## src/rtl/rcqPkg.sv

```systemverilog
package rcqPkg;
  // register offsets (byte address within the queue window)
  localparam logic [11:0] OFF_CTRL = 12'h000;
  localparam logic [11:0] OFF_TAIL = 12'h004;
  localparam logic [11:0] OFF_HEAD = 12'h008;
  localparam logic [11:0] OFF_IEN  = 12'h00C;
  localparam logic [11:0] OFF_ISTS = 12'h010;
  localparam logic [11:0] OFF_QSTS = 12'h100;
  localparam logic [11:0] OFF_QINT = 12'h104;

  // descriptor geometry: six meaningful words inside a 32-byte slot
  localparam int DESC_WORDS = 6;
  localparam int DESC_SHIFT = 5;
  localparam int IDX_W      = DESC_SHIFT - 2;

  localparam logic [IDX_W-1:0] W_CTL   = 3'd0;
  localparam logic [IDX_W-1:0] W_LEN   = 3'd1;
  localparam logic [IDX_W-1:0] W_SRCLO = 3'd2;
  localparam logic [IDX_W-1:0] W_SRCHI = 3'd3;
  localparam logic [IDX_W-1:0] W_DSTLO = 3'd4;
  localparam logic [IDX_W-1:0] W_DSTHI = 3'd5;

  typedef enum logic [2:0] {
    ST_IDLE,
    ST_FETCH,
    ST_DRAIN,
    ST_ISSUE,
    ST_WAIT
  } rcqState_e;

  // strobes from control to datapath
  typedef struct packed {
    logic             busy;
    logic             fetchEn;
    logic [IDX_W-1:0] wordIdx;
    logic             advanceHead;
    logic             setComp;
    logic             setErr;
    logic             setStop;
    logic             setEmpty;
    logic             clearRun;
  } rcqStrobe_t;
endpackage

```

## src/rtl/rcqCtrl.sv

```systemverilog
module rcqCtrl
  import rcqPkg::*;
(
  input  logic       clk,
  input  logic       rstN,
  input  logic       run,
  input  logic       halt,
  input  logic       ringEmpty,
  input  logic       nextHitsTail,
  input  logic       descStop,
  input  logic       descIoc,
  input  logic       copyReqReady,
  input  logic       copyRspValid,
  input  logic       copyRspErr,
  output rcqStrobe_t stb,
  output logic       copyReqValid
);
  localparam logic [IDX_W-1:0] LAST_WORD = IDX_W'(DESC_WORDS - 1);

  rcqState_e        state, stateNx;
  logic [IDX_W-1:0] idx, idxNx;

  always_ff @(posedge clk or negedge rstN) begin
    if (!rstN) begin
      state <= ST_IDLE;
      idx   <= '0;
    end else begin
      state <= stateNx;
      idx   <= idxNx;
    end
  end

  always_comb begin
    stb          = '0;
    stateNx      = state;
    idxNx        = idx;
    copyReqValid = 1'b0;
    stb.busy     = (state != ST_IDLE);
    stb.wordIdx  = idx;
    case (state)
      ST_IDLE: begin
        if (run && !halt && !ringEmpty) begin
          stateNx = ST_FETCH;
          idxNx   = '0;
        end
      end
      ST_FETCH: begin
        stb.fetchEn = 1'b1;
        if (idx == LAST_WORD) stateNx = ST_DRAIN;
        else                  idxNx   = idx + 1'b1;
      end
      ST_DRAIN: stateNx = ST_ISSUE;
      ST_ISSUE: begin
        copyReqValid = 1'b1;
        if (copyReqReady) stateNx = ST_WAIT;
      end
      ST_WAIT: begin
        if (copyRspValid) begin
          stateNx = ST_IDLE;
          if (copyRspErr) begin
            stb.setErr   = 1'b1;
            stb.clearRun = 1'b1;
          end else begin
            stb.advanceHead = 1'b1;
            stb.setComp     = descIoc;
            stb.setEmpty    = nextHitsTail;
            stb.setStop     = descStop || !run;
            stb.clearRun    = descStop;
          end
        end
      end
      default: stateNx = ST_IDLE;
    endcase
  end
endmodule

```

## src/rtl/rcqData.sv

```systemverilog
module rcqData
  import rcqPkg::*;
#(
  parameter  int ADDR_HI_W     = 16,
  parameter  int MAX_RING_LOG2 = 5,
  parameter  int ERR_W         = 6,
  localparam int PHYS_AW       = 32 + ADDR_HI_W
) (
  input  logic               clk,
  input  logic               rstN,
  input  logic               regWrEn,
  input  logic [11:0]        regAddr,
  input  logic [31:0]        regWrData,
  output logic [31:0]        regRdData,
  input  rcqStrobe_t         stb,
  output logic [PHYS_AW-1:0] descRdAddr,
  input  logic [31:0]        descRdData,
  input  logic [ERR_W-1:0]   copyRspCode,
  output logic [PHYS_AW-1:0] copySrc,
  output logic [1:0]         copySrcType,
  output logic [PHYS_AW-1:0] copyDst,
  output logic [1:0]         copyDstType,
  output logic [31:0]        copyLen,
  output logic               run,
  output logic               halt,
  output logic               ringEmpty,
  output logic               nextHitsTail,
  output logic               descStop,
  output logic               descIoc,
  output logic [31:0]        headPtr,
  output logic [3:0]         intEnable,
  output logic               irqOut
);
  localparam int          STEP_BYTES = 1 << DESC_SHIFT;
  localparam logic [31:0] STEP       = 32'(STEP_BYTES);

  logic [31:0]      ctrlReg, tailPtr;
  logic [3:0]       intSts;
  logic [ERR_W-1:0] errCode;

  // ring geometry
  logic [5:0]  sizeCode, ringLog2;
  logic [31:0] ringMask, headNext;

  assign sizeCode = {1'b0, ctrlReg[7:3]} + 6'd1;
  assign ringLog2 = (sizeCode > 6'(MAX_RING_LOG2)) ? 6'(MAX_RING_LOG2) : sizeCode;

  always_comb begin
    for (int i = 0; i < 32; i++) begin
      ringMask[i] = (i >= DESC_SHIFT) && (i < DESC_SHIFT + int'(ringLog2));
    end
  end

  assign headNext     = (headPtr & ~ringMask) | ((headPtr + STEP) & ringMask);
  assign ringEmpty    = ((headPtr ^ tailPtr) & ringMask) == 32'd0;
  assign nextHitsTail = ((headNext ^ tailPtr) & ringMask) == 32'd0;
  assign run          = ctrlReg[0];
  assign halt         = ctrlReg[1];

  // register writes
  logic wrCtrl, wrTail, wrHead, wrIen, wrIsts;
  assign wrCtrl = regWrEn && (regAddr == OFF_CTRL);
  assign wrTail = regWrEn && (regAddr == OFF_TAIL);
  assign wrHead = regWrEn && (regAddr == OFF_HEAD);
  assign wrIen  = regWrEn && (regAddr == OFF_IEN);
  assign wrIsts = regWrEn && (regAddr == OFF_ISTS);

  logic [3:0] setMask, clrMask;
  assign setMask = {stb.setEmpty, stb.setStop, stb.setErr, stb.setComp};
  assign clrMask = wrIsts ? regWrData[3:0] : 4'd0;

  always_ff @(posedge clk or negedge rstN) begin
    if (!rstN) begin
      ctrlReg   <= '0;
      tailPtr   <= '0;
      headPtr   <= '0;
      intEnable <= '0;
      intSts    <= '0;
      errCode   <= '0;
    end else begin
      if (wrCtrl)       ctrlReg    <= regWrData;
      if (stb.clearRun) ctrlReg[0] <= 1'b0;
      if (wrTail)       tailPtr    <= regWrData;
      if (stb.advanceHead)           headPtr <= headNext;
      else if (wrHead && !stb.busy)  headPtr <= regWrData;
      if (wrIen)        intEnable  <= regWrData[3:0];
      intSts <= (intSts & ~clrMask) | setMask;
      if (stb.setErr)   errCode    <= copyRspCode;
    end
  end

  always_comb begin
    case (regAddr)
      OFF_CTRL: regRdData = ctrlReg;
      OFF_TAIL: regRdData = tailPtr;
      OFF_HEAD: regRdData = headPtr;
      OFF_IEN:  regRdData = {28'd0, intEnable};
      OFF_ISTS: regRdData = {28'd0, intSts};
      OFF_QSTS: regRdData = 32'(errCode);
      OFF_QINT: regRdData = {28'd0, intSts & intEnable};
      default:  regRdData = 32'd0;
    endcase
  end

  assign irqOut = |(intSts & intEnable);

  // descriptor fetch and capture
  assign descRdAddr = {ctrlReg[16 +: ADDR_HI_W], headPtr[31:DESC_SHIFT], stb.wordIdx, 2'b00};

  logic             capValid;
  logic [IDX_W-1:0] capIdx;
  logic [1:0]       dCtl;
  logic [31:0]      dLen, dSrcLo, dDstLo;
  logic [ADDR_HI_W-1:0] dSrcHi, dDstHi;
  logic [1:0]       dSrcType, dDstType;

  always_ff @(posedge clk or negedge rstN) begin
    if (!rstN) begin
      capValid <= 1'b0;
      capIdx   <= '0;
    end else begin
      capValid <= stb.fetchEn;
      capIdx   <= stb.wordIdx;
    end
  end

  always_ff @(posedge clk or negedge rstN) begin
    if (!rstN) begin
      dCtl     <= '0;
      dLen     <= '0;
      dSrcLo   <= '0;
      dSrcHi   <= '0;
      dSrcType <= '0;
      dDstLo   <= '0;
      dDstHi   <= '0;
      dDstType <= '0;
    end else if (capValid) begin
      case (capIdx)
        W_CTL:   dCtl   <= descRdData[1:0];
        W_LEN:   dLen   <= descRdData;
        W_SRCLO: dSrcLo <= descRdData;
        W_SRCHI: begin
          dSrcHi   <= descRdData[ADDR_HI_W-1:0];
          dSrcType <= descRdData[17:16];
        end
        W_DSTLO: dDstLo <= descRdData;
        W_DSTHI: begin
          dDstHi   <= descRdData[ADDR_HI_W-1:0];
          dDstType <= descRdData[17:16];
        end
        default: ;
      endcase
    end
  end

  assign descStop    = dCtl[0];
  assign descIoc     = dCtl[1];
  assign copyLen     = dLen;
  assign copySrc     = {dSrcHi, dSrcLo};
  assign copySrcType = dSrcType;
  assign copyDst     = {dDstHi, dDstLo};
  assign copyDstType = dDstType;
endmodule

```

## src/rtl/ringCopyQueue.sv

```systemverilog
module ringCopyQueue
  import rcqPkg::*;
#(
  parameter  int ADDR_HI_W     = 16,
  parameter  int MAX_RING_LOG2 = 5,
  parameter  int ERR_W         = 6,
  localparam int PHYS_AW       = 32 + ADDR_HI_W
) (
  input  logic               clk,
  input  logic               rstN,
  input  logic               regWrEn,
  input  logic [11:0]        regAddr,
  input  logic [31:0]        regWrData,
  output logic [31:0]        regRdData,
  output logic               descRdEn,
  output logic [PHYS_AW-1:0] descRdAddr,
  input  logic [31:0]        descRdData,
  output logic               copyReqValid,
  input  logic               copyReqReady,
  output logic [PHYS_AW-1:0] copySrc,
  output logic [1:0]         copySrcType,
  output logic [PHYS_AW-1:0] copyDst,
  output logic [1:0]         copyDstType,
  output logic [31:0]        copyLen,
  input  logic               copyRspValid,
  input  logic               copyRspErr,
  input  logic [ERR_W-1:0]   copyRspCode,
  output logic               irqOut
);
  rcqStrobe_t  stb;
  logic        ctrlRun, ctrlHalt, ringEmpty, nextHitsTail, descStop, descIoc;
  logic [31:0] headPtr;
  logic [3:0]  intEnable;
  logic        busy;

  assign descRdEn = stb.fetchEn;
  assign busy     = stb.busy;

  rcqCtrl u_ctrl (
    .clk          (clk),
    .rstN         (rstN),
    .run          (ctrlRun),
    .halt         (ctrlHalt),
    .ringEmpty    (ringEmpty),
    .nextHitsTail (nextHitsTail),
    .descStop     (descStop),
    .descIoc      (descIoc),
    .copyReqReady (copyReqReady),
    .copyRspValid (copyRspValid),
    .copyRspErr   (copyRspErr),
    .stb          (stb),
    .copyReqValid (copyReqValid)
  );

  rcqData #(
    .ADDR_HI_W     (ADDR_HI_W),
    .MAX_RING_LOG2 (MAX_RING_LOG2),
    .ERR_W         (ERR_W)
  ) u_data (
    .clk          (clk),
    .rstN         (rstN),
    .regWrEn      (regWrEn),
    .regAddr      (regAddr),
    .regWrData    (regWrData),
    .regRdData    (regRdData),
    .stb          (stb),
    .descRdAddr   (descRdAddr),
    .descRdData   (descRdData),
    .copyRspCode  (copyRspCode),
    .copySrc      (copySrc),
    .copySrcType  (copySrcType),
    .copyDst      (copyDst),
    .copyDstType  (copyDstType),
    .copyLen      (copyLen),
    .run          (ctrlRun),
    .halt         (ctrlHalt),
    .ringEmpty    (ringEmpty),
    .nextHitsTail (nextHitsTail),
    .descStop     (descStop),
    .descIoc      (descIoc),
    .headPtr      (headPtr),
    .intEnable    (intEnable),
    .irqOut       (irqOut)
  );
endmodule

```

## config.mk

```make
export PLATFORM = sky130hd
export DESIGN_NAME = ringCopyQueue
export DESIGN_NICKNAME = d
export VERILOG_FILES = /design/src/rtl/rcqPkg.sv /design/src/rtl/rcqCtrl.sv /design/src/rtl/rcqData.sv /design/src/rtl/ringCopyQueue.sv
export SDC_FILE = /design/constraint.sdc
export NUM_CORES = 1
export LEC_CHECK = 0
export BUFFER_PORTS_ARGS = -buffer_cell sky130_fd_sc_hd__buf_2
export CAP_MARGIN = 10
export CORE_ASPECT_RATIO = 0.9
export CORE_MARGIN = 3
export CORE_UTILIZATION = 45
export DETAILED_ROUTE_END_ITERATION = 7
export PLACE_DENSITY_LB_ADDON = 0.12
export REMOVE_ABC_BUFFERS = 1
export SLEW_MARGIN = 5
export SYNTH_ARGS = -nofsm -noshare
export SYNTH_HDL_FRONTEND = slang
export SYNTH_HIERARCHICAL = 1
export SYNTH_SLANG_ARGS = --single-unit
```

## constraint.sdc

```tcl
create_clock -name clk -period 3.1 [get_ports clk]
set_input_delay 0.775 -clock clk [delete_from_list [all_inputs] [get_ports clk]]
set_output_delay 0.775 -clock clk [all_outputs]
set_load 0.01 [all_outputs]
```

=== Word-level counts from Yosys, hierarchy flattened ===
Index checks and enable logic that the tools add are counted.

* Add/subtract/negate cells: 4
* $mul: 0
* Divide/modulo/power cells: 0
* Order comparisons: 28
* Equal/unequal tests: 21
* Shifts and indexed selects: 0
* Mux-type cells: 23
* Bitwise operators: 12
* Reduce and logical (&&, ||, !) cells: 31

{| class="wikitable"
|+ Operators with widths
! operator !! count
|-
| $lt 6x32->1 const A || 16
|-
| $lt 5x32->1 const A || 8
|-
| $pmux 32 s7 || 1
|-
| $and 32x32->32 || 4
|-
| $lt 4x32->1 const A || 3
|-
| $logic_not 32->1 || 2
|-
| $mux 32 || 2
|-
| $xor 32x32->32 || 2
|-
| $add 32x6->32 const B || 1
|-
| $not 32->32 || 1
|-
| $or 32x32->32 || 1
|-
| $eq 12x4->1 const B || 2
|-
| $eq 12x9->1 const B || 2
|-
| $mux 3 || 6
|-
| $mux 6 || 3
|-
| $pmux 3 s5 || 1
|-
| $eq 12x3->1 const B || 1
|-
| $eq 12x5->1 const B || 1
|-
| $eq 3x2->1 const B || 4
|-
| $eq 3x3->1 const B || 4
|-
| $logic_not 12->1 || 1
|-
| $reduce_and 2->1 || 6
|-
| $and 4x4->4 || 2
|-
| $logic_and 1x1->1 || 8
|-
| 21 further kinds || 37
|}

* Flip-flop bits (word level): 254
* Latch bits: 0
* Memory bits (writable): 0
* Memory bits (read-only): 0
* Input bits: 88
* Output and inout port bits: 215
* Word-level logic and storage cells: 138
* Memories: 0

=== Logic depth before layout (Yosys ltp) ===
* Depth after elaboration: 15
* Depth in mapped cells: 15

=== Modules after synthesis ===
The synthesis kept the hierarchy.

{| class="wikitable"
|+ By module, submodules not included
! module !! times used !! cells an instance !! area an instance (um^2) !! sequential area each (um^2)
|-
| rcqData || 1 || 904 || 11,279.6 || 6,206.0
|-
| rcqCtrl || 1 || 44 || 415.4 || 150.1
|}

=== Worst setup path after synthesis ===
OpenSTA, ideal clock, no wires.

* Kind: register to register
* Start: register u_data.ctrlReg[3]
* End: register u_ctrl.idx[2]
* Arrival time: 3.034 ns
* Data required time: 2.974 ns
* Slack: -0.060 ns
* Cell stages (with the launch flop): 16
* Buffers on the path: 1
* Period minus slack after synthesis: 3.160 ns
* Cell sequence: dfrtp_1 > ha_1 > nor4bb_1 > o21bai_1 > a21oi_1 > and2_1 > inv_1 > ha_1 > clkbuf_1 > nor4_2 > nor2_1 > nor2_1 > a2111oi_0 > nor3b_1 > a22oi_2 > a221o_1

* Word-level cells in the longest chain between the ends: 11

{| class="wikitable"
|+ Ends and longest elaborated chain
! element !! RTL line !! RTL
|-
| from (decl) || rcqData.sv:37 || <nowiki>logic [31:0] ctrlReg, tailPtr;</nowiki>
|-
| from (signal assigned) || rcqData.sv:81 || <nowiki>if (wrCtrl) ctrlReg <= regWrData;</nowiki>
|-
| $add 5x1->6 (*) || rcqData.sv:45 || <nowiki>assign sizeCode = {1'b0, ctrlReg[7:3]} + 6'd1;</nowiki>
|-
| $gt 6x3->1 || rcqData.sv:46 || <nowiki>assign ringLog2 = (sizeCode > 6'(MAX_RING_LOG2)) ? 6'(MAX_RING_LOG2) : sizeCode;</nowiki>
|-
| $mux 6 (*) || rcqData.sv:46 ||
|-
| $add 3x6->7 (*) || - ||
|-
| $lt 4x32->1, or another cell as far along || rcqData.sv:50 || <nowiki>ringMask[i] = (i >= DESC_SHIFT) && (i < DESC_SHIFT + int'(ringLog2));</nowiki>
|-
| $and 32x32->32 (*) || rcqData.sv:55 || <nowiki>assign ringEmpty = ((headPtr ^ tailPtr) & ringMask) == 32'd0;</nowiki>
|-
| $logic_not 32->1 (*) || rcqData.sv:55 ||
|-
| net ringEmpty || ringCopyQueue.sv:31 || <nowiki>logic ctrlRun, ctrlHalt, ringEmpty, nextHitsTail, descStop, descIoc;</nowiki>
|-
| $logic_not 1->1 (*) || rcqCtrl.sv:42 || <nowiki>if (run && !halt && !ringEmpty) begin</nowiki>
|-
| $logic_and 1x1->1 (*) || rcqCtrl.sv:42 ||
|-
| $ne 2x1->1 (no line) (*) || - ||
|-
| $reduce_and 3->1 (no line) (*) || - ||
|-
| to (signal assigned) || rcqCtrl.sv:29 || <nowiki>idx <= idxNx;</nowiki>
|-
| to (decl) || rcqCtrl.sv:21 || <nowiki>logic [IDX_W-1:0] idx, idxNx;</nowiki>
|}

Mark *: on every way through the listed nets, which the timed path passes. The rest lies on a longest branch.
A chain may end at the register's enable or synchronous reset.

=== Worst setup path after layout ===
* Start: register u_data.ctrlReg[3]
* End: register u_ctrl.idx[0]

The elaborated chain is that of the path after synthesis.

==> reports/metrics.csv <==
stage,metric,value,unit
timing,final.min_clock_period,3170,ps
worst_setup_path,cp_data_required_time,3570,ps
routing,vias,8447,
die,die_width,174,um
timing,clock_skew,7.48,ps
yosys,synth_cells,921,
die,core,24700,um^2
clock_network,clock_latency,530,ps
placed_design,dpl.hpwl,21.1,mm
timing,max_freq,0.315,GHz
die,die_h,158,um
worst_setup_path,cp.arrival,3640,ps
final_layout,antenna_cells,0,
worst_setup_path,startpoint,u_data/ctrlReg[3],
clock_network,cts_num_sinks,254,
timing,fin_crit_sh,102,%
global_route,first_global_vias,8557,
worst_setup_path,cpMostUsedCell,ha_2,
worst_setup_path,cp.buffers_inverters,2,
timing,timing_hold_violations_final,0,
timing,slew_viol_final,0,
die,io_pins,303,
timing,worst_pin_slew,942,ps
yosys,netlist_area,11500,um^2
timing,rsz0062_at_grt,true,
worst_setup_path,critPathKind,reg2reg,
timing,slew_headroom,37.1,%
power,p_leak,7.58,nW
worst_setup_path,startpoint_type,flop,
worst_setup_path,rr_startpoint,u_data/ctrlReg[3],
flow_run,maxCapViolations,0,
worst_setup_path,path_max_fanout,6,
placed_design,port_buffers,300,
die,rows,54,
yosys,syn_area_per_cell,12.5,um^2
worst_setup_path,max_stage_delay,450,ps
routing,vias_per_cell,5.27,
placed_design,dpl_cell_area,13500,um^2
placed_design,routabilityCongestion,0.841,
routing,drc,0,
clock_network,root_buffer,clkbuf_16,
final_layout,fin_nets,1343,
global_route,grt_usage,21.2,%
yosys,yosysWarnings,6,
global_route,grt_max_degree,86,
routing,routed_wl,30.1,mm
final_layout,final_cells,1603,
worst_setup_path,crit_family,compound AO/OA/AOI/OAI gates,
run_status,violations,setup timing,
global_route,grt_pass1_wl,47.5,mm
power,vdd_ir_drop_max,0.000330,V
power,power_density,785,nW/um^2
global_route,antenna_found_initial,0,
run_status,status,finished with violations,
placed_design,pre_cts_slack,-308,ps
routing,drt_pass1_iterations,5,
timing,setup_viol,12,
die,die-area,27500,um^2
clock_network,clockBufferDepth,3,
clock_network,cts_buffers,27,
worst_setup_path,endpoint_kind,flop,
timing,whs,228,ps
worst_setup_path,reg2reg_slack,-70,ps
final_layout,final_area,14700,um^2
die,start_util,46.6,%
routing,wl_per_cell,18.8,um
worst_setup_path,critPathSlowestCell,a2111oi_2,
routing,drtIter0Drc,458,
final_layout,synthToLayoutAreaGrowth,28.1,%
final_layout,drive_gt1_share,52.0,%
timing,setup_ws,-70.9,ps
global_route,globalRoute.totalOverflow,0,
clock_network,clk_pin_slew_worst_paths,60,ps
min_path,min_path_type,in2async,
placed_design,placed_cells,1541,
routing,postRouteAntennaNets,0,
clock_network,htreeDepth,1,
clock_network,cts_tree,done,
worst_setup_path,cp_cell_sequence,ha_2 -> nor4bb_2 -> o21bai_1 -> a21oi_1 -> and2_1 -> ha_2 -> buf_6 -> o21ai_2 -> nor4_2 -> nor2_1 -> a2111oi_2 -> buf_4 -> nor3b_2 -> a22oi_2 -> mux2_2,
-- power breakdown --
group	leakage [nW]	internal, mW	switching [mW]
clock network	0.395	1.70	1.27
registers	3.25	4.37	0.627
logic	3.94	1.83	1.76
total	7.58	7.90	3.66
-- per-layer routing --
metal	vias to the layer above	part of all wire, %	GRT usage [%]	wire (um)
met2	294	46	35.0	13900
li1	3908	-	-	-
met4	0	2.0	4.36	601
met3	41	7.5	5.13	2270
met1	4204	44	29.1	13400
met5	-	0	0	0
-- flip-flops by register name, summed over array words and instances, names as in the netlist, 3 cells and up --
name              count
u_ctrl/idx            3
u_ctrl/state          3
u_data/capIdx         3
u_data/copyLen       32
u_data/ctrlReg       32
u_data/dDstHi        16
u_data/dDstLo        32
u_data/dSrcHi        16
u_data/dSrcLo        32
u_data/errCode        6
u_data/headPtr       32
u_data/intEnable      4
u_data/intSts         4
u_data/tailPtr       32
-- layout by cell type, fill, tap and decap left out, types with 13 or more instances in the layout --
cell type / count
a21oi_1: 17
a222oi_1: 17
a22oi_2: 13
buf_2: 291
buf_4: 41
buf_6: 24
clkbuf_16: 28
dfrtp_1: 254
inv_1: 29
mux2_2: 176
mux2_4: 30
nand2_1: 130
nor2_1: 20
-- cell type report --
cell class | instances | area [um^2]
well taps | 336 | 420
clock buffers | 42 | 772
clock inverters | 6 | 36.3
repair buffers | 364 | 2190
flip-flops and latches | 254 | 6360
multi-input cells | 571 | 4830
fillers | 2093 | 9940
inverters | 30 | 113
-- worst paths after layout --
| check | to | cells past startpoint |
|---|---|---|
| max in group asynchronous | u_data/tailPtr[14] | 2 |
| setup / recovery | u_ctrl/idx[0] | 15 |
| hold reg to reg | u_data/capIdx[1] | 0 |
| min in group clk | u_data/capIdx[1] | 0 |
| hold / removal | u_data/copyDstType[0] | 1 |
| setup reg to reg | u_ctrl/idx[0] | 15 |
-- metrics by stage --
stage | utilization, % | power (mW) | TNS [ps]
finish | 59.7 | 11.6 | -351
global route | 59.7 | 12.2 | -4630
CTS | 58.4 | 11.7 | -9.66
detailed placement | 54.9 | 8.68 | -1390
global placement | 54.9 | 8.58 | -903
floorplan | - | 6.98 | -50370
-- repair_timing --
| item | 4_1_cts | 5_1_grt |
|---|---|---|
| endpoints found under the hold margin | 0 | 0 |
| endpoints found under the setup margin | 22 | 36 |
| hold buffers | 0 | 0 |
| pin swaps | 4 | 40 |
| resized for setup | 16 | 51 |
| gates cloned | 0 | 1 |
| buffers inserted | 1 | 12 |
Power figures use the tool's default switching activity.
